**src/rtl/curs_ovl_pkg.sv**
```systemverilog
// Package: shared command decode and placement constants for the cursor overlay.
// Assumes the command field layout given in the brief (bits 6..0).
package curs_ovl_pkg;

    // Horizontal placement offsets per multiplex-ratio setting, vertical offset.
    localparam int unsigned XOFF_R1 = 37;
    localparam int unsigned XOFF_R4 = 52;
    localparam int unsigned XOFF_R5 = 57;
    localparam int unsigned YOFF    = 32;

    typedef enum logic [1:0] {
        MUX_R1  = 2'b00,
        MUX_R4  = 2'b01,
        MUX_R5  = 2'b10,
        MUX_RSV = 2'b11
    } mux_e;

    typedef struct packed {
        logic       cur_on;
        logic       xh_on;
        logic       or_mode;
        mux_e       mux;
        logic [1:0] half;
    } ovl_cmd_t;

    // Split the raw command field into named controls.
    function automatic ovl_cmd_t decode_cmd(input logic [6:0] raw);
        ovl_cmd_t c;
        c.cur_on  = raw[6];
        c.xh_on   = raw[5];
        c.or_mode = raw[4];
        c.mux     = mux_e'(raw[3:2]);
        c.half    = raw[1:0];
        return c;
    endfunction

    // Horizontal offset for a ratio setting; the reserved code behaves as 1:1.
    function automatic int unsigned x_offset(input mux_e m);
        case (m)
            MUX_R4:  return XOFF_R4;
            MUX_R5:  return XOFF_R5;
            default: return XOFF_R1;
        endcase
    endfunction

endpackage

```
**src/rtl/curs_place.sv**
```systemverilog
// Module: curs_place
// Computes the signed offset of the current raster pixel from the cursor
// box origin, the in-box flag, the pattern RAM word address and the pixel
// index inside that word. Purely combinational.
// Assumes DIM and PPW are powers of two and SW leaves room for the sign.
module curs_place #(
    parameter int POS_W  = 12,
    parameter int DIM    = 64,
    parameter int PPW    = 8,
    parameter int SW     = POS_W + 2,
    parameter int ADDR_W = 9
) (
    input  logic [POS_W-1:0]         pix_x,
    input  logic [POS_W-1:0]         pix_y,
    input  logic [POS_W-1:0]         cur_x,
    input  logic [POS_W-1:0]         cur_y,
    input  curs_ovl_pkg::mux_e       mux,
    output logic signed [SW-1:0]     dx,
    output logic signed [SW-1:0]     dy,
    output logic                     in_box,
    output logic [ADDR_W-1:0]        addr,
    output logic [$clog2(PPW)-1:0]   sub
);
    localparam int LOG_DIM = $clog2(DIM);
    localparam int LOG_PPW = $clog2(PPW);
    localparam logic signed [SW-1:0] DIM_S = SW'(DIM);
    localparam logic signed [SW-1:0] YOFF_S = SW'(curs_ovl_pkg::YOFF);

    logic signed [SW-1:0] px_s, py_s, cx_s, cy_s, xoff_s;

    // Widen positions to signed form so box offsets never wrap.
    always_comb begin
        px_s   = $signed({2'b00, pix_x});
        py_s   = $signed({2'b00, pix_y});
        cx_s   = $signed({2'b00, cur_x});
        cy_s   = $signed({2'b00, cur_y});
        xoff_s = SW'(curs_ovl_pkg::x_offset(mux));
    end

    // Offset of the pixel from the box origin (origin = cursor minus offset).
    always_comb begin
        dx = px_s + xoff_s - cx_s;
        dy = py_s + YOFF_S - cy_s;
    end

    // Box hit test and pattern addressing (row-major words, 8 per row).
    always_comb begin
        in_box = (dx >= 0) && (dx < DIM_S) && (dy >= 0) && (dy < DIM_S);
        addr   = {dy[LOG_DIM-1:0], dx[LOG_DIM-1:LOG_PPW]};
        sub    = dx[LOG_PPW-1:0];
    end

endmodule

```
**src/rtl/curs_xhair.sv**
```systemverilog
// Module: curs_xhair
// Decides whether the current pixel lies on the crosshair bands around the
// box centre and inside the clipping window. Enable is applied by the caller.
// Assumes dx/dy come from curs_place for the same pixel.
module curs_xhair #(
    parameter int POS_W = 12,
    parameter int DIM   = 64,
    parameter int SW    = POS_W + 2
) (
    input  logic [POS_W-1:0]     pix_x,
    input  logic [POS_W-1:0]     pix_y,
    input  logic signed [SW-1:0] dx,
    input  logic signed [SW-1:0] dy,
    input  logic [1:0]           half,
    input  logic [POS_W-1:0]     win_x,
    input  logic [POS_W-1:0]     win_y,
    input  logic [POS_W-1:0]     win_w,
    input  logic [POS_W-1:0]     win_h,
    output logic                 hit
);
    localparam logic signed [SW-1:0] CTR_S = SW'(DIM / 2);

    logic signed [SW-1:0] hdx, hdy, h_s;
    logic                 near_x, near_y;
    logic [POS_W:0]       rel_x, rel_y;
    logic                 in_wx, in_wy;

    // Distance to the centre lines, compared against the half thickness.
    always_comb begin
        h_s    = SW'(half);
        hdx    = dx - CTR_S;
        hdy    = dy - CTR_S;
        near_x = (hdx >= -h_s) && (hdx <= h_s);
        near_y = (hdy >= -h_s) && (hdy <= h_s);
    end

    // Window clipping by difference, so win_x + win_w never overflows.
    always_comb begin
        rel_x = {1'b0, pix_x} - {1'b0, win_x};
        rel_y = {1'b0, pix_y} - {1'b0, win_y};
        in_wx = (pix_x >= win_x) && (rel_x < {1'b0, win_w});
        in_wy = (pix_y >= win_y) && (rel_y < {1'b0, win_h});
    end

    // Either band counts, but only inside the window.
    always_comb hit = (near_x || near_y) && in_wx && in_wy;

endmodule

```
**src/rtl/curs_mix.sv**
```systemverilog
// Module: curs_mix
// Second pipeline stage: extracts the pixel field from the RAM word that
// arrives one clock after its address, applies the cursor gate, combines
// cursor and crosshair by OR or AND rules and registers the outputs.
// Assumes the leftmost pixel of a word sits in its top bits.
module curs_mix #(
    parameter int PIX_BITS = 2,
    parameter int WORD_W   = 16,
    parameter int PPW      = WORD_W / PIX_BITS
) (
    input  logic                     clk,
    input  logic                     rst_n,
    input  logic                     s_cur,
    input  logic [$clog2(PPW)-1:0]   s_sub,
    input  logic                     s_xh,
    input  logic                     s_or,
    input  logic [WORD_W-1:0]        ram_data,
    output logic [PIX_BITS-1:0]      cur_pix,
    output logic                     xhair
);
    localparam int LOG_PPW = $clog2(PPW);

    logic [PIX_BITS-1:0] fld, cval, pix_d;
    logic                xh_d;

    // Select the field of the addressed pixel, most significant first.
    always_comb begin
        fld = '0;
        for (int i = 0; i < PPW; i++) begin
            if (s_sub == LOG_PPW'(i)) begin
                fld = ram_data[WORD_W-1-i*PIX_BITS -: PIX_BITS];
            end
        end
    end

    // Gate the cursor plane and apply the combine rule.
    always_comb begin
        cval = s_cur ? fld : '0;
        if (s_or) begin
            pix_d = cval;
            xh_d  = s_xh;
        end else begin
            pix_d = s_xh ? cval : '0;
            xh_d  = s_xh && (cval != '0);
        end
    end

    // Output register with synchronous reset.
    always_ff @(posedge clk) begin
        if (!rst_n) begin
            cur_pix <= '0;
            xhair   <= 1'b0;
        end else begin
            cur_pix <= pix_d;
            xhair   <= xh_d;
        end
    end

endmodule

```
**src/rtl/curs_overlay.sv**
```systemverilog
// Module: curs_overlay (top)
// Per-pixel cursor and crosshair overlay. Stage A compares the raster
// position with the cursor box and window and issues the pattern RAM
// address; stage B combines the returned pattern with the crosshair.
// Assumes a synchronous pattern RAM with one clock of read latency and one
// pixel per clock.
module curs_overlay #(
    parameter int POS_W    = 12,
    parameter int CURS_DIM = 64,
    parameter int PIX_BITS = 2,
    parameter int WORD_W   = 16,
    parameter int PPW      = WORD_W / PIX_BITS,
    parameter int ADDR_W   = 2 * $clog2(CURS_DIM) - $clog2(PPW)
) (
    input  logic                clk,
    input  logic                rst_n,
    input  logic [POS_W-1:0]    pix_x,
    input  logic [POS_W-1:0]    pix_y,
    input  logic [6:0]          cmd,
    input  logic [POS_W-1:0]    cur_x,
    input  logic [POS_W-1:0]    cur_y,
    input  logic [POS_W-1:0]    win_x,
    input  logic [POS_W-1:0]    win_y,
    input  logic [POS_W-1:0]    win_w,
    input  logic [POS_W-1:0]    win_h,
    output logic [ADDR_W-1:0]   ram_addr,
    input  logic [WORD_W-1:0]   ram_data,
    output logic [PIX_BITS-1:0] cur_pix,
    output logic                xhair
);
    localparam int SW      = POS_W + 2;
    localparam int LOG_PPW = $clog2(PPW);

    curs_ovl_pkg::ovl_cmd_t ctl;
    logic signed [SW-1:0]   dx, dy;
    logic                   in_box, xh_hit;
    logic [LOG_PPW-1:0]     sub;

    logic                   a_cur, a_xh, a_or;
    logic [LOG_PPW-1:0]     a_sub;

    // Decode the command field into named controls.
    always_comb ctl = curs_ovl_pkg::decode_cmd(cmd);

    curs_place #(
        .POS_W(POS_W), .DIM(CURS_DIM), .PPW(PPW), .SW(SW), .ADDR_W(ADDR_W)
    ) u_place (
        .pix_x(pix_x), .pix_y(pix_y), .cur_x(cur_x), .cur_y(cur_y),
        .mux(ctl.mux), .dx(dx), .dy(dy), .in_box(in_box),
        .addr(ram_addr), .sub(sub)
    );

    curs_xhair #(
        .POS_W(POS_W), .DIM(CURS_DIM), .SW(SW)
    ) u_xhair (
        .pix_x(pix_x), .pix_y(pix_y), .dx(dx), .dy(dy), .half(ctl.half),
        .win_x(win_x), .win_y(win_y), .win_w(win_w), .win_h(win_h),
        .hit(xh_hit)
    );

    // Stage A register: aligns hit flags with the RAM word of the next clock.
    always_ff @(posedge clk) begin
        if (!rst_n) begin
            a_cur <= 1'b0;
            a_xh  <= 1'b0;
            a_or  <= 1'b0;
            a_sub <= '0;
        end else begin
            a_cur <= ctl.cur_on && in_box;
            a_xh  <= ctl.xh_on && xh_hit;
            a_or  <= ctl.or_mode;
            a_sub <= sub;
        end
    end

    curs_mix #(
        .PIX_BITS(PIX_BITS), .WORD_W(WORD_W), .PPW(PPW)
    ) u_mix (
        .clk(clk), .rst_n(rst_n), .s_cur(a_cur), .s_sub(a_sub),
        .s_xh(a_xh), .s_or(a_or), .ram_data(ram_data),
        .cur_pix(cur_pix), .xhair(xhair)
    );

endmodule

```
**config.mk**
```make
export PLATFORM = sky130hd
export DESIGN_NAME = curs_overlay
export DESIGN_NICKNAME = d
export VERILOG_FILES = /design/src/rtl/curs_ovl_pkg.sv /design/src/rtl/curs_place.sv /design/src/rtl/curs_xhair.sv /design/src/rtl/curs_mix.sv /design/src/rtl/curs_overlay.sv
export SDC_FILE = /design/constraint.sdc
export NUM_CORES = 1
export LEC_CHECK = 0
export ABC_AREA = 1
export BUFFER_PORTS_ARGS = -buffer_cell sky130_fd_sc_hd__buf_4
export CAP_MARGIN = 15
export CORE_MARGIN = 2
export CORE_UTILIZATION = 35
export CTS_BUF_LIST = sky130_fd_sc_hd__clkbuf_8
export DETAILED_ROUTE_END_ITERATION = 12
export SYNTH_ARGS = -nofsm -noshare
export SYNTH_HDL_FRONTEND = slang
export SYNTH_SLANG_ARGS = --single-unit
```
**constraint.sdc**
```tcl
create_clock -name clk -period 4.61 [get_ports clk]
set_input_delay 1.1525 -clock clk [delete_from_list [all_inputs] [get_ports clk]]
set_output_delay 1.1525 -clock clk [all_outputs]
set_load 0.01 [all_outputs]
```
==> impl_summary.log, run 1 <==
[metrics] H-tree lvl count: 1
[metrics] number of antenna violations at the first check in global routing: 0
[metrics] Clk pin slew, worst setup/hold paths: 0.05 ns
[metrics] type of element capturing the critical path: flop
[metrics] Worst Hold Class: reg -> reg
[metrics] Synth cell types: 43
[metrics] shortest clock period the worst path allows after layout: 4.45 ns
[metrics] number of clock sinks: 9
[metrics] chip width: ~130 um
[metrics] instance count along the most critical hold path: 2
[metrics] pin slew with the least headroom to its limit: 0.719 ns
[metrics] placed cell count: ~1,200
[metrics] sequential standard cell area: 180 sq um
[metrics] per-instance average area after synthesis: 6.24 sq um
[metrics] critical-path maximum fanout: 4
[metrics] Clock Tree Buf Depth: 2
[metrics] number of synthesized flops with an enable pin: 0
[metrics] top cells by count, synth: 195 x sky130_fd_sc_hd__inv_1, 182 x sky130_fd_sc_hd__nand2_1, 125 x sky130_fd_sc_hd__ha_1
[metrics] data required time at the worst endpoint: approximately 4.8 ns
[metrics] all-layer global routing usage: 16.3%
[metrics] number of top-level pins: 133
[metrics] Async S/R FF share, synth: 0%
[metrics] effective utilization at floorplan: 35.7%
[metrics] post-detailed-route DRC marker count: 0
[metrics] antenna violation net count after detailed routing: 0
[metrics] mean number of vias per cell: 4.67
[metrics] cell types occupying the most area after synthesis: sky130_fd_sc_hd__ha_1 29%, sky130_fd_sc_hd__inv_1 14%, sky130_fd_sc_hd__nand2_1 13%
[metrics] setup TNS: 0 ns
[metrics] CTS buffer count: 3
[metrics] final setup skew: 0.00589 ns
[metrics] number of storage elements in the synthesis netlist: 9
[metrics] share of cells above drive strength 1: about a quarter
[metrics] footprint of the multi-input gates: 4640 sq um
[metrics] maximum number of pins on one net before global-route repair: 18
[metrics] placeable core region: between 15,000 and 20,000 sq um
[metrics] cell with the most instances after synthesis: sky130_fd_sc_hd__inv_1
[metrics] Routed Wire Length: 13,300 um
[metrics] library cell occupying the most area in the post-synthesis netlist: sky130_fd_sc_hd__ha_1
[metrics] number of port buffers: 132
[metrics] kind of critical path: in -> reg
[metrics] aggregate global routing overflow: 0
[metrics] floorplan die area: 16,500 sq um
[metrics] Synthesis Warnings: 0
[metrics] number of standard cells after synthesis: 867
[metrics] period utilization: a little over nine tenths
[metrics] outcome: complete, no violations
[metrics] detailed-route via count: approximately 5,700
[metrics] Hold Fails Final Rpt: 0
[metrics] Initial DRC Count: 217
[metrics] Fillers: about 1,600
[metrics] total of max-cap violations: 0
[metrics] Die Ht: 128 um
[metrics] Root Buffer Master: sky130_fd_sc_hd__clkbuf_8
[metrics] setup repair after global routing missed its margin: no
[metrics] Setup violations, final: 0
[metrics] arrival time worst endpoint: 4.62 ns
[metrics] area of the mapped netlist: between 5000 and 6000 sq um
[metrics] final-stage net count: 1,297
[metrics] clock tree from TritonCTS: done
[metrics] Worst-Skew Late Latency: 0.23 ns
[metrics] post-layout instance count excluding filler cells: 1,229
[metrics] Post-synth top flop: sky130_fd_sc_hd__dfxtp_1
[metrics] maximum clock frequency: 0.225 GHz
[metrics] row count: between 40 and 50
[metrics] startpoint type of the worst setup path: input pin
[metrics] RD Place Congestion: 0.815
[metrics] half-perimeter wire length after placement: 12,000 um
[metrics] number of global-route vias before repair: 5,423
[metrics] worst IR drop on VDD: 0.0941 mV
[metrics] normalized max-slew margin: 52.1%
[metrics] Net Count, Synth: roughly 1,100
[metrics] portion of synthesized cell area occupied by the leading cell type: 28.9%
[metrics] iteration count of the initial detailed-routing pass: 4
[metrics] wire length of the first global-routing pass: 23,100 um
[metrics] number of cells traversed by the worst register-to-register path: 8
[metrics] count of pins over their slew limit: 0
[metrics] area delta synth->final: 32.9%
[metrics] static power due to leakage: 4.13 nW
[metrics] detail-routed net length per standard cell: 10.8 um
[metrics] number of antenna cells inserted: 0
[metrics] Power Density: between 200 and 250 nW/um^2
[metrics] post-synthesis sequential area ratio: 3.33%
==> layout make-up <==
class | instances | area share (%)
clock inverter | 1 | 0.0697
clock buffer | 3 | 0.575
inverter | 200 | 10.6
timing repair buffer | 176 | 18.4
tap | 188 | 3.27
multi-input combinational | 652 | 64.6
sequential | 9 | 2.51
==> registers in the layout, indices dropped and copies added, names as in the netlist <==
register       count
a_or               1
a_xh               1
u_mix.xhair        1
u_mix.cur_pix      2
a_sub              3
a_cur              1
==> power by group <==
group / total [mW] / switching, mW / internal, mW
registers: 0.0901 / 0.00749 / 0.0826
clock network: 0.0900 / 0.0311 / 0.0589
logic: 1.35 / 0.733 / 0.614
==> critical path, cell delays in order <==
cell	delay [ns]
sky130_fd_sc_hd__buf_4	0.12
sky130_fd_sc_hd__inv_2	0.06
sky130_fd_sc_hd__ha_4	0.20
sky130_fd_sc_hd__fa_1	0.51
sky130_fd_sc_hd__inv_2	0.05
sky130_fd_sc_hd__ha_4	0.30
sky130_fd_sc_hd__nand2_4	0.06
sky130_fd_sc_hd__nor2_2	0.11
sky130_fd_sc_hd__nand2_2	0.08
sky130_fd_sc_hd__nand4_1	0.12
sky130_fd_sc_hd__nand2_4	0.07
sky130_fd_sc_hd__ha_4	0.16
sky130_fd_sc_hd__buf_4	0.13
sky130_fd_sc_hd__xor3_4	0.43
sky130_fd_sc_hd__ha_1	0.31
sky130_fd_sc_hd__a21oi_1	0.06
sky130_fd_sc_hd__o21ai_0	0.17
sky130_fd_sc_hd__nand2_1	0.10
sky130_fd_sc_hd__o2111ai_2	0.08
sky130_fd_sc_hd__nand2_1	0.07
sky130_fd_sc_hd__o211ai_1	0.08
sky130_fd_sc_hd__nand2_1	0.08
sky130_fd_sc_hd__a21oi_2	0.11
==> cell families (layout without fill, tap and decap cells) <==
logic type      count (synthesis)  count (layout)  synth area share [%]
simple gates                  370             370                  31.9
buf+inv                       206             380                  14.6
fa+ha+maj                     134             134                  32.3
compound gates                117             117                  12.5
xor+xnor                       31              31                  5.37
flops                           9               9                  3.33
==> path summary, 6_finish.rpt <==
| path | start | to | slack [ns] |
|---|---|---|---|
| worst max register to register | a_sub[2] | u_mix.xhair | 3.02 |
| worst max-delay path | cmd[2] | a_xh | 0.16 |
| worst min-delay path | a_xh | u_mix.xhair | 0.43 |
| worst min register to register | a_xh | u_mix.xhair | 0.43 |
==> placed cells by master (no fill, tap or decap), types with 2 or more instances in the layout <==
master / count
sky130_fd_sc_hd__a211oi_1: 3
sky130_fd_sc_hd__a21boi_0: 2
sky130_fd_sc_hd__a21o_1: 2
sky130_fd_sc_hd__a21oi_1: 59
sky130_fd_sc_hd__a21oi_2: 5
sky130_fd_sc_hd__a31oi_1: 2
sky130_fd_sc_hd__and2_1: 3
sky130_fd_sc_hd__buf_4: 176
sky130_fd_sc_hd__clkbuf_8: 3
sky130_fd_sc_hd__dfxtp_1: 9
sky130_fd_sc_hd__fa_1: 8
sky130_fd_sc_hd__ha_1: 116
sky130_fd_sc_hd__ha_2: 2
sky130_fd_sc_hd__ha_4: 7
sky130_fd_sc_hd__inv_1: 193
sky130_fd_sc_hd__inv_2: 6
sky130_fd_sc_hd__nand2_1: 173
sky130_fd_sc_hd__nand2_2: 23
sky130_fd_sc_hd__nand2_4: 8
sky130_fd_sc_hd__nand3_1: 50
sky130_fd_sc_hd__nand3_2: 13
sky130_fd_sc_hd__nand4_1: 22
sky130_fd_sc_hd__nor2_1: 42
sky130_fd_sc_hd__nor2_2: 10
sky130_fd_sc_hd__nor2_4: 4
sky130_fd_sc_hd__nor3_1: 13
sky130_fd_sc_hd__nor4_1: 6
sky130_fd_sc_hd__o211ai_1: 5
sky130_fd_sc_hd__o21a_1: 2
sky130_fd_sc_hd__o21ai_0: 24
sky130_fd_sc_hd__o21ai_1: 2
sky130_fd_sc_hd__o21bai_1: 3
sky130_fd_sc_hd__o221ai_1: 2
sky130_fd_sc_hd__xnor2_1: 8
sky130_fd_sc_hd__xor2_1: 22
==> per-stage QoR <==
| step | hold WS [ns] | area [sq um] | utilization (%) | setup slack (ns) | total power [mW] |
|---|---|---|---|---|---|
| after CTS | 0.433 | 6960 | 46.0 | 0.00252 | 1.47 |
| final | 0.430 | 7190 | 47.4 | 0.156 | 1.53 |
| after global routing | 0.461 | 7190 | 47.4 | 0.0145 | 1.73 |
| after floorplan | 0.409 | 5440 | - | 0.000337 | 0.976 |
| after detailed placement | 0.427 | 6920 | 45.7 | -0.207 | 1.37 |
| after global placement | 0.429 | 6920 | 45.7 | -0.171 | 1.36 |
==> repair_timing <==
action / 4_1_cts / 5_1_grt
hold buffers: 0 / 0
setup buffers: 0 / 6
gates resized for setup: 0 / 40
endpoints found under the setup margin: 0 / 2
==> routing by layer <==
layer	track usage [%]	wire length, um	vias to the layer above
met2	30.4	6330	94
met5	0	0	-
met4	0.388	8	0
li1	-	-	3160
met3	1.54	515	2
met1	21.4	6470	2487
(Power assumes the default switching activity.)
==> run 2, diff against run 1 <==
--- a/config.mk
+++ b/config.mk
@@ -14,4 +14,5 @@
 export DETAILED_ROUTE_END_ITERATION = 12
 export SYNTH_ARGS = -nofsm -noshare
 export SYNTH_HDL_FRONTEND = slang
+export SYNTH_HIERARCHICAL = 1
 export SYNTH_SLANG_ARGS = --single-unit
==> run 2 against run 1 <==
Against the previous run: power grew 16%; register-to-register slack better by 0.24 ns; the flow now finishes with violations (negative setup slack); clock power is essentially flat; sequential power is 1% higher; highest routed layer unchanged; combinational power grew 18%; global-route usage is 1.0 points higher; design area is 10% higher; utilization is 0.83 points higher; synthesized cell count up 13%; largest cell class unchanged; wire length grew 15%; first-iteration DRC count up 0.92%; synthesized area rose by 7.3%.
==> impl_summary.log, run 2 <==
[metrics] number of standard cells after synthesis: 979 (was 867)
[metrics] wire length of the first global-routing pass: 26,000 um (was 23,100 um)
[metrics] count of hold buffers inserted by post-cts repair: 0 (unchanged)
[metrics] sequential standard cell area: 180 sq um (unchanged)
[metrics] detail-routed net length per standard cell: 11.0 um (was 10.8 um)
[metrics] number of global-route vias before repair: 6,018 (was 5,423)
[metrics] violated checks: negative setup slack
[metrics] worst IR drop on VDD: 0.110 mV (was 0.0941 mV)
[metrics] Synth cell types: 39 (was 43)
[metrics] registers with the highest flip-flop counts: a_sub x3, u_mix/cur_pix x2 (was a_sub x3, u_mix.cur_pix x2)
[metrics] half-perimeter wire length after placement: 13,600 um (was 12,000 um)
[metrics] post-detailed-placement cell area: 7550 sq um (was 6920 sq um)
[metrics] Hold Fails Final Rpt: 0 (unchanged)
[metrics] Final Instance Area: 7920 sq um (was 7190 sq um)
[metrics] placed cell count: 1,376 (was 1,219)
[metrics] Die Ht: 133 um (was 128 um)
[metrics] effective utilization at floorplan: 35.4% (was 35.7%)
[metrics] fraction of synthesized cell area in xor and xnor cells: 5.43% (was 5.37%)
[metrics] Fillers: 1,766 (was 1,636)
[metrics] total of max-cap violations: 0 (unchanged)
[metrics] cell types occupying the most area after synthesis: sky130_fd_sc_hd__ha_1 27%, sky130_fd_sc_hd__nand2_1 16%, sky130_fd_sc_hd__inv_1 16% (was sky130_fd_sc_hd__ha_1 29%, sky130_fd_sc_hd__inv_1 14%, sky130_fd_sc_hd__nand2_1 13%)
[metrics] clock tree from TritonCTS: done (unchanged)
[metrics] area of the mapped netlist: 5800 sq um (was 5410 sq um)
[metrics] data required time at the worst endpoint: 4.74 ns (was 4.78 ns)
[metrics] RD Place Congestion: 0.854 (was 0.815)
[metrics] final-stage net count: 1,434 (was 1,297)
[metrics] Synth Area in Adders: 30.5% (was 32.3%)
[metrics] Post-synth top flop: sky130_fd_sc_hd__dfxtp_1 (unchanged)
[metrics] post-detailed-route DRC marker count: 0 (unchanged)
[metrics] Synthesis Warnings: 6 (was 0)
[metrics] number of antenna cells inserted: 0 (unchanged)
[metrics] critical-path maximum fanout: 4 (unchanged)
[metrics] Post-Synth Simple-Gate Area: 35.3% (was 31.9%)
[metrics] max reg flops: 3 (unchanged)
[metrics] number of synthesized flops with an enable pin: 0 (unchanged)
[metrics] period utilization: 101% (was 96.6%)
[metrics] Worst-Skew Late Latency: 0.23 ns (about the same)
[metrics] top cells by count, synth: 255 x sky130_fd_sc_hd__nand2_1, 240 x sky130_fd_sc_hd__inv_1, 127 x sky130_fd_sc_hd__ha_1 (was 195 x sky130_fd_sc_hd__inv_1, 182 x sky130_fd_sc_hd__nand2_1, 125 x sky130_fd_sc_hd__ha_1)
[metrics] all-layer global routing usage: 17.3% (was 16.3%)
[metrics] mean number of vias per cell: 4.46 (was 4.67)
[metrics] footprint of the multi-input gates: 4910 sq um (was 4640 sq um)
[metrics] area delta synth->final: 36.5% (was 32.9%)
[metrics] share of cells above drive strength 1: 28.3% (was 25.4%)
[metrics] H-tree lvl count: 1 (unchanged)
[metrics] aggregate global routing overflow: 0 (unchanged)
[metrics] number of clock sinks: 9 (unchanged)
[metrics] normalized max-slew margin: 64.9% (was 52.1%)
[metrics] cell with the most instances after synthesis: sky130_fd_sc_hd__nand2_1 (was sky130_fd_sc_hd__inv_1)
[metrics] area fraction in compound gates after synthesis: 7.94% (was 12.5%)
[metrics] Net Count, Synth: 1,236 (was 1,122)
[metrics] maximum clock frequency: 0.215 GHz (was 0.225 GHz)
[metrics] row count: 47 (was 45)
[metrics] Overall Power: 1.77 mW (was 1.53 mW)
[metrics] Initial DRC Count: 219 (was 217)
[metrics] final setup skew: 0.00412 ns (was 0.00589 ns)
[metrics] post-synthesis sequential area ratio: 3.11% (was 3.33%)
[metrics] most flop-heavy register: a_sub (unchanged)
[metrics] reg2reg setup slack: 3.26 ns (was 3.02 ns)
[metrics] most common cell type on the critical path: sky130_fd_sc_hd__buf_4
[metrics] slowest stage cell, crit path: sky130_fd_sc_hd__fa_1 (unchanged)
[metrics] library cell occupying the most area in the post-synthesis netlist: sky130_fd_sc_hd__ha_1 (unchanged)
[metrics] Clk pin slew, worst setup/hold paths: 0.05 ns (about the same)
[metrics] startpoint type of the worst setup path: input pin (unchanged)
[metrics] most common cell after layout, fill and taps aside: sky130_fd_sc_hd__nand2_1 (was sky130_fd_sc_hd__inv_1)
[metrics] delay of the slowest cell on the worst path: 0.51 ns (about the same)
[metrics] Worst Hold Class: reg -> reg (unchanged)
[metrics] crit path setup slack, layout: -0.0384 ns (was 0.156 ns)
[metrics] number of storage elements in the synthesis netlist: 9 (unchanged)
[metrics] Power Density: 224 nW/um^2 (was 212 nW/um^2)
[metrics] static power due to leakage: 4.70 nW (was 4.13 nW)
[metrics] type of element capturing the critical path: flop (unchanged)
[metrics] number of top-level pins: 133 (unchanged)
[metrics] Clock Tree Buf Depth: 2 (unchanged)
[metrics] number of antenna violations at the first check in global routing: 0 (unchanged)
[metrics] Setup violations, final: 2 (was 0)
[metrics] floorplan die area: 17,600 sq um (was 16,500 sq um)
[metrics] category of cells accounting for the largest share of critical-path delay: buffers and inverters (was adder cells)
[metrics] Routed Wire Length: 15,300 um (was 13,300 um)
[metrics] largest family of logic cells by synthesized area: simple AND/OR/NAND/NOR gates (was adder cells)
[metrics] detailed-route via count: 6,231 (was 5,743)
[metrics] setup repair after global routing missed its margin: yes (was no)
[metrics] chip width: 133 um (was 128 um)
[metrics] Async S/R FF share, synth: 0% (unchanged)
[metrics] kind of critical path: in -> reg (unchanged)
[metrics] antenna violation net count after detailed routing: 0 (unchanged)
[metrics] mux contribution to synthesized area: 0% (unchanged)
[metrics] worst hold margin: 0.457 ns (was 0.430 ns)
[metrics] Root Buffer Master: sky130_fd_sc_hd__clkbuf_8 (unchanged)
[metrics] count of pins over their slew limit: 0 (unchanged)
[metrics] maximum number of pins on one net before global-route repair: 14 (was 18)
[metrics] most used cells in the layout excluding fill and tap cells: 230 x sky130_fd_sc_hd__nand2_1, 225 x sky130_fd_sc_hd__inv_1, 206 x sky130_fd_sc_hd__buf_4, 117 x sky130_fd_sc_hd__ha_1, 56 x sky130_fd_sc_hd__nor2_1 (was 193 x sky130_fd_sc_hd__inv_1, 176 x sky130_fd_sc_hd__buf_4, 173 x sky130_fd_sc_hd__nand2_1, 116 x sky130_fd_sc_hd__ha_1, 59 x sky130_fd_sc_hd__a21oi_1)
[metrics] iteration count of the initial detailed-routing pass: 5 (was 4)
[metrics] portion of synthesized cell area occupied by the leading cell type: 27.4% (was 28.9%)
[metrics] shortest clock period the worst path allows after layout: 4.65 ns (was 4.45 ns)
[metrics] outcome: complete, but fails checks (was complete, no violations)
[metrics] placeable core region: 16,400 sq um (was 15,100 sq um)
[metrics] pin slew with the least headroom to its limit: 0.527 ns (was 0.719 ns)
[metrics] arrival time worst endpoint: 4.78 ns (was 4.62 ns)
[metrics] Buffers & Inverters on Critical Path: 14 (was 4)
[metrics] setup TNS: -0.0692 ns (was 0 ns)
[metrics] number of port buffers: 132 (unchanged)
[metrics] post-layout instance count excluding filler cells: 1,396 (was 1,229)
[metrics] CTS buffer count: 3 (unchanged)
[metrics] per-instance average area after synthesis: 5.93 sq um (was 6.24 sq um)
-- run 2: worst paths after layout --
check / start / to / cells after the start
hold reg to reg: a_xh / u_mix/xhair / 2
setup / recovery: cmd[2] / a_cur / 31
hold / removal: a_xh / u_mix/xhair / 2
setup reg to reg: a_sub[1] / u_mix/xhair / 7
-- run 2: through the flow --
stage | worst slack (ns) | util (%)
final | -0.0384 | 48.3
after detailed placement | -0.392 | 46.0
after floorplan | -0.0435 | -
after CTS | -0.0203 | 47.2
after global routing | -0.332 | 48.3
after global placement | -0.279 | 46.0
-- run 2: cells by family (layout without fill, tap and decap cells) --
| family | Yosys count | after routing |
|---|---|---|
| DFF | 9 | 9 |
| and+or+nand+nor | 458 | 458 |
| adders and majority gates | 136 | 136 |
| buffers and inverters | 260 | 457 |
| xor gates and xnor gates | 36 | 36 |
| AOI/OAI and AO/OA | 80 | 80 |
-- run 2: layout make-up --
cell class,count,share of cell area (%)
clock inverter,1,0.0474
inverter,246,11.9
clock buffer,3,0.521
timing repair buffer,207,19.8
tap,220,3.48
sequential,9,2.27
multi-input combinational,710,62.0
-- run 2: report_power, final --
group | leakage [nW] | internal, mW | switching (mW)
Combinational | 4.60 | 0.738 | 0.854
Sequential | 0.0736 | 0.0826 | 0.00872
Clock | 0.0269 | 0.0581 | 0.0321
Total | 4.70 | 0.879 | 0.895
-- run 2: metal layers --
metal | share of wire (%) | track usage [%] | up-vias
met5 | 0 | 0 | -
met4 | 1.3 | 2.03 | 0
met3 | 2.5 | 1.07 | 16
met2 | 50 | 32.4 | 105
met1 | 46 | 22.3 | 2661
li1 | - | - | 3449
-- run 2: tightest hold or removal path, cell delays in order (launching register included) --
cell,delay (ns)
sky130_fd_sc_hd__dfxtp_1,0.31
sky130_fd_sc_hd__nand2_1,0.08
sky130_fd_sc_hd__a21oi_2,0.03
-- run 2: what timing repair did --
item	CTS	global route
setup buffers	13	3
resized for setup	21	42
endpoints found under the setup margin	1	2
pin swaps	17	32
==> run 3, diff against run 2 <==
--- a/config.mk
+++ b/config.mk
@@ -12,6 +12,7 @@
 export CORE_UTILIZATION = 35
 export CTS_BUF_LIST = sky130_fd_sc_hd__clkbuf_8
 export DETAILED_ROUTE_END_ITERATION = 12
+export SETUP_SLACK_MARGIN = 0.4
 export SYNTH_ARGS = -nofsm -noshare
 export SYNTH_HDL_FRONTEND = slang
 export SYNTH_HIERARCHICAL = 1
==> run 3 against run 2 <==
Against the previous run: clock skew is essentially flat; the run still ends with negative setup slack left; critical endpoint is now a_xh; first-iteration DRC count fell by 3.2%; critical path depth is 4 higher; worst setup slack worse by 0.0055 ns; clock power about the same; flip-flop and latch count is the same; combinational power increased by 3%.
==> impl_summary.log, run 3 (synthesis results as in run 2) <==
[metrics] most common cell type on the critical path: sky130_fd_sc_hd__nand2_2 (was sky130_fd_sc_hd__buf_4)
[metrics] count of hold buffers inserted by post-cts repair: 0 (unchanged)
[metrics] static power due to leakage: 4.72 nW (was 4.70 nW)
[metrics] detail-routed net length per standard cell: 11.1 um (was 11.0 um)
[metrics] pin slew with the least headroom to its limit: 0.526 ns (was 0.527 ns)
[metrics] reg-to-reg critical path startpoint: a_sub[0] (was a_sub[1])
[metrics] area delta synth->final: 38.5% (was 36.5%)
[metrics] aggregate global routing overflow: 0 (unchanged)
[metrics] hold wc startpoint: a_xh (unchanged)
[metrics] Buffers & Inverters on Critical Path: 7 (was 14)
[metrics] share of cells above drive strength 1: 28.9% (was 28.3%)
[metrics] most common cell after layout, fill and taps aside: sky130_fd_sc_hd__nand2_1 (unchanged)
[metrics] slowest stage cell, crit path: sky130_fd_sc_hd__fa_1 (unchanged)
[metrics] number of global-route vias before repair: 6,035 (was 6,018)
[metrics] post-detailed-placement cell area: 7550 sq um (unchanged)
[metrics] number of clock sinks: 9 (unchanged)
[metrics] row count: 47 (unchanged)
[metrics] Worst Hold Class: reg -> reg (unchanged)
[metrics] iteration count of the initial detailed-routing pass: 8 (was 5)
[metrics] number of antenna cells inserted: 0 (unchanged)
[metrics] number of antenna violations at the first check in global routing: 0 (unchanged)
[metrics] setup repair after global routing missed its margin: yes (unchanged)
[metrics] all-layer global routing usage: 17.4% (was 17.3%)
[metrics] delay of the slowest cell on the worst path: 0.51 ns (about the same)
[metrics] placed cell count: 1,376 (unchanged)
[metrics] max reg flops: 3 (unchanged)
[metrics] antenna violation net count after detailed routing: 0 (unchanged)
[metrics] type of element capturing the critical path: flop (unchanged)
[metrics] chip width: 133 um (unchanged)
[metrics] clock tree from TritonCTS: done (unchanged)
[metrics] shortest clock period the worst path allows after layout: 4.65 ns (about the same)
[metrics] post-detailed-route DRC marker count: 0 (unchanged)
[metrics] outcome: complete, but fails checks (unchanged)
[metrics] Clock Tree Buf Depth: 2 (unchanged)
[metrics] arrival time worst endpoint: 4.83 ns (was 4.78 ns)
[metrics] kind of critical path: in -> reg (unchanged)
[metrics] registers with the highest flip-flop counts: a_sub x3, u_mix/cur_pix x2 (unchanged)
[metrics] Initial DRC Count: 212 (was 219)
[metrics] total of max-cap violations: 0 (unchanged)
[metrics] Setup violations, final: 2 (unchanged)
[metrics] Final Instance Area: 8040 sq um (was 7920 sq um)
[metrics] maximum clock frequency: 0.215 GHz (about the same)
[metrics] mean number of vias per cell: 4.48 (was 4.46)
[metrics] effective utilization at floorplan: 35.4% (unchanged)
[metrics] category of cells accounting for the largest share of critical-path delay: simple AND/OR/NAND/NOR gates (was buffers and inverters)
[metrics] H-tree lvl count: 1 (unchanged)
[metrics] final-stage net count: 1,436 (was 1,434)
[metrics] wire length of the first global-routing pass: 26,200 um (was 26,000 um)
[metrics] crit path setup slack, layout: -0.0439 ns (was -0.0384 ns)
[metrics] worst setup path startpoint: cmd[2] (unchanged)
[metrics] Die Ht: 133 um (unchanged)
[metrics] violated checks: negative setup slack (unchanged)
[metrics] detailed-route via count: 6,262 (was 6,231)
[metrics] post-layout instance count excluding filler cells: 1,398 (was 1,396)
[metrics] setup TNS: -0.0586 ns (was -0.0692 ns)
[metrics] share of the core filled with cells: 49.0% (was 48.3%)
[metrics] floorplan die area: 17,600 sq um (unchanged)
[metrics] placeable core region: 16,400 sq um (unchanged)
[metrics] Fillers: 1,749 (was 1,766)
[metrics] Hold Fails Final Rpt: 0 (unchanged)
[metrics] startpoint type of the worst setup path: input pin (unchanged)
[metrics] most flop-heavy register: a_sub (unchanged)
[metrics] maximum number of pins on one net before global-route repair: 14 (unchanged)
[metrics] number of port buffers: 132 (unchanged)
[metrics] CTS buffer count: 3 (unchanged)
[metrics] critical-path maximum fanout: 4 (unchanged)
[metrics] half-perimeter wire length after placement: 13,600 um (unchanged)
[metrics] most used cells in the layout excluding fill and tap cells: 232 x sky130_fd_sc_hd__nand2_1, 223 x sky130_fd_sc_hd__inv_1, 202 x sky130_fd_sc_hd__buf_4, 114 x sky130_fd_sc_hd__ha_1, 56 x sky130_fd_sc_hd__nor2_1 (was 230 x sky130_fd_sc_hd__nand2_1, 225 x sky130_fd_sc_hd__inv_1, 206 x sky130_fd_sc_hd__buf_4, 117 x sky130_fd_sc_hd__ha_1, 56 x sky130_fd_sc_hd__nor2_1)
[metrics] period utilization: 101% (about the same)
[metrics] final setup skew: 0.00425 ns (was 0.00412 ns)
[metrics] data required time at the worst endpoint: 4.78 ns (was 4.74 ns)
[metrics] count of pins over their slew limit: 0 (unchanged)
[metrics] RD Place Congestion: 0.854 (unchanged)
[metrics] Power Density: 226 nW/um^2 (was 224 nW/um^2)
[metrics] Root Buffer Master: sky130_fd_sc_hd__clkbuf_8 (unchanged)
[metrics] Worst-Skew Late Latency: 0.23 ns (about the same)
[metrics] Clk pin slew, worst setup/hold paths: 0.05 ns (about the same)
[metrics] worst IR drop on VDD: 0.110 mV (about the same)
[metrics] normalized max-slew margin: 64.9% (about the same)
[metrics] Routed Wire Length: 15,500 um (was 15,300 um)
[metrics] number of top-level pins: 133 (unchanged)
## run 3: final timing paths
path,to,cells past startpoint,slack [ns]
worst max-delay path,a_xh,35,-0.04
worst max register to register,u_mix/xhair,7,3.27
worst min-delay path,u_mix/xhair,2,0.46
worst min register to register,u_mix/xhair,2,0.46
## run 3: timing repair
item / in CTS / in global routing
pin swaps: 31 / 34
endpoints found under the setup margin: 4 / 5
resized for setup: 43 / 38
cloned: 0 / 0
hold endpoints to repair: 0 / 0
buffers inserted: 16 / 2
## run 3: per-stage QoR
stage / total power, mW / hold WS, ns / worst slack [ns]
after floorplan: 1.07 / 0.422 / -0.0435
after global placement: 1.52 / 0.454 / -0.279
after detailed placement: 1.54 / 0.452 / -0.392
after CTS: 1.74 / 0.460 / 0.00529
after global routing: 2.03 / 0.499 / -0.335
final: 1.82 / 0.456 / -0.0439
## run 3: power breakdown
| part | internal (mW) | switching, mW | total [mW] |
|---|---|---|---|
| logic | 0.765 | 0.869 | 1.63 |
| registers | 0.0826 | 0.00871 | 0.0913 |
| clock network | 0.0581 | 0.0320 | 0.0901 |
| total | 0.906 | 0.910 | 1.82 |
## run 3: worst min-delay path, delay by kind of cell (launching register included)
kind,cells,cell delay [ns]
DFF,1,0.31
AOI/OAI and AO/OA,1,0.03
and+or+nand+nor,1,0.08
## run 3: metal layers
metal  vias to the layer above  track usage [%]  share of wire (%)
met5                         -                0                  0
met4                         0             1.49               0.92
met3                        14             1.07                2.8
met2                       111             32.8                 50
met1                      2685             22.5                 46
li1                       3452                -                  -
## run 3: final cells by class
cell class / instances / area, sq um / area share, %
well taps: 220 / 275 / 3.43
clock buffers: 3 / 41.3 / 0.514
clock inverters: 1 / 3.75 / 0.0467
inverters: 246 / 943 / 11.7
multi-input cells: 710 / 4980 / 62.0
flip-flops and latches: 9 / 180 / 2.24
repair buffers: 209 / 1610 / 20.0
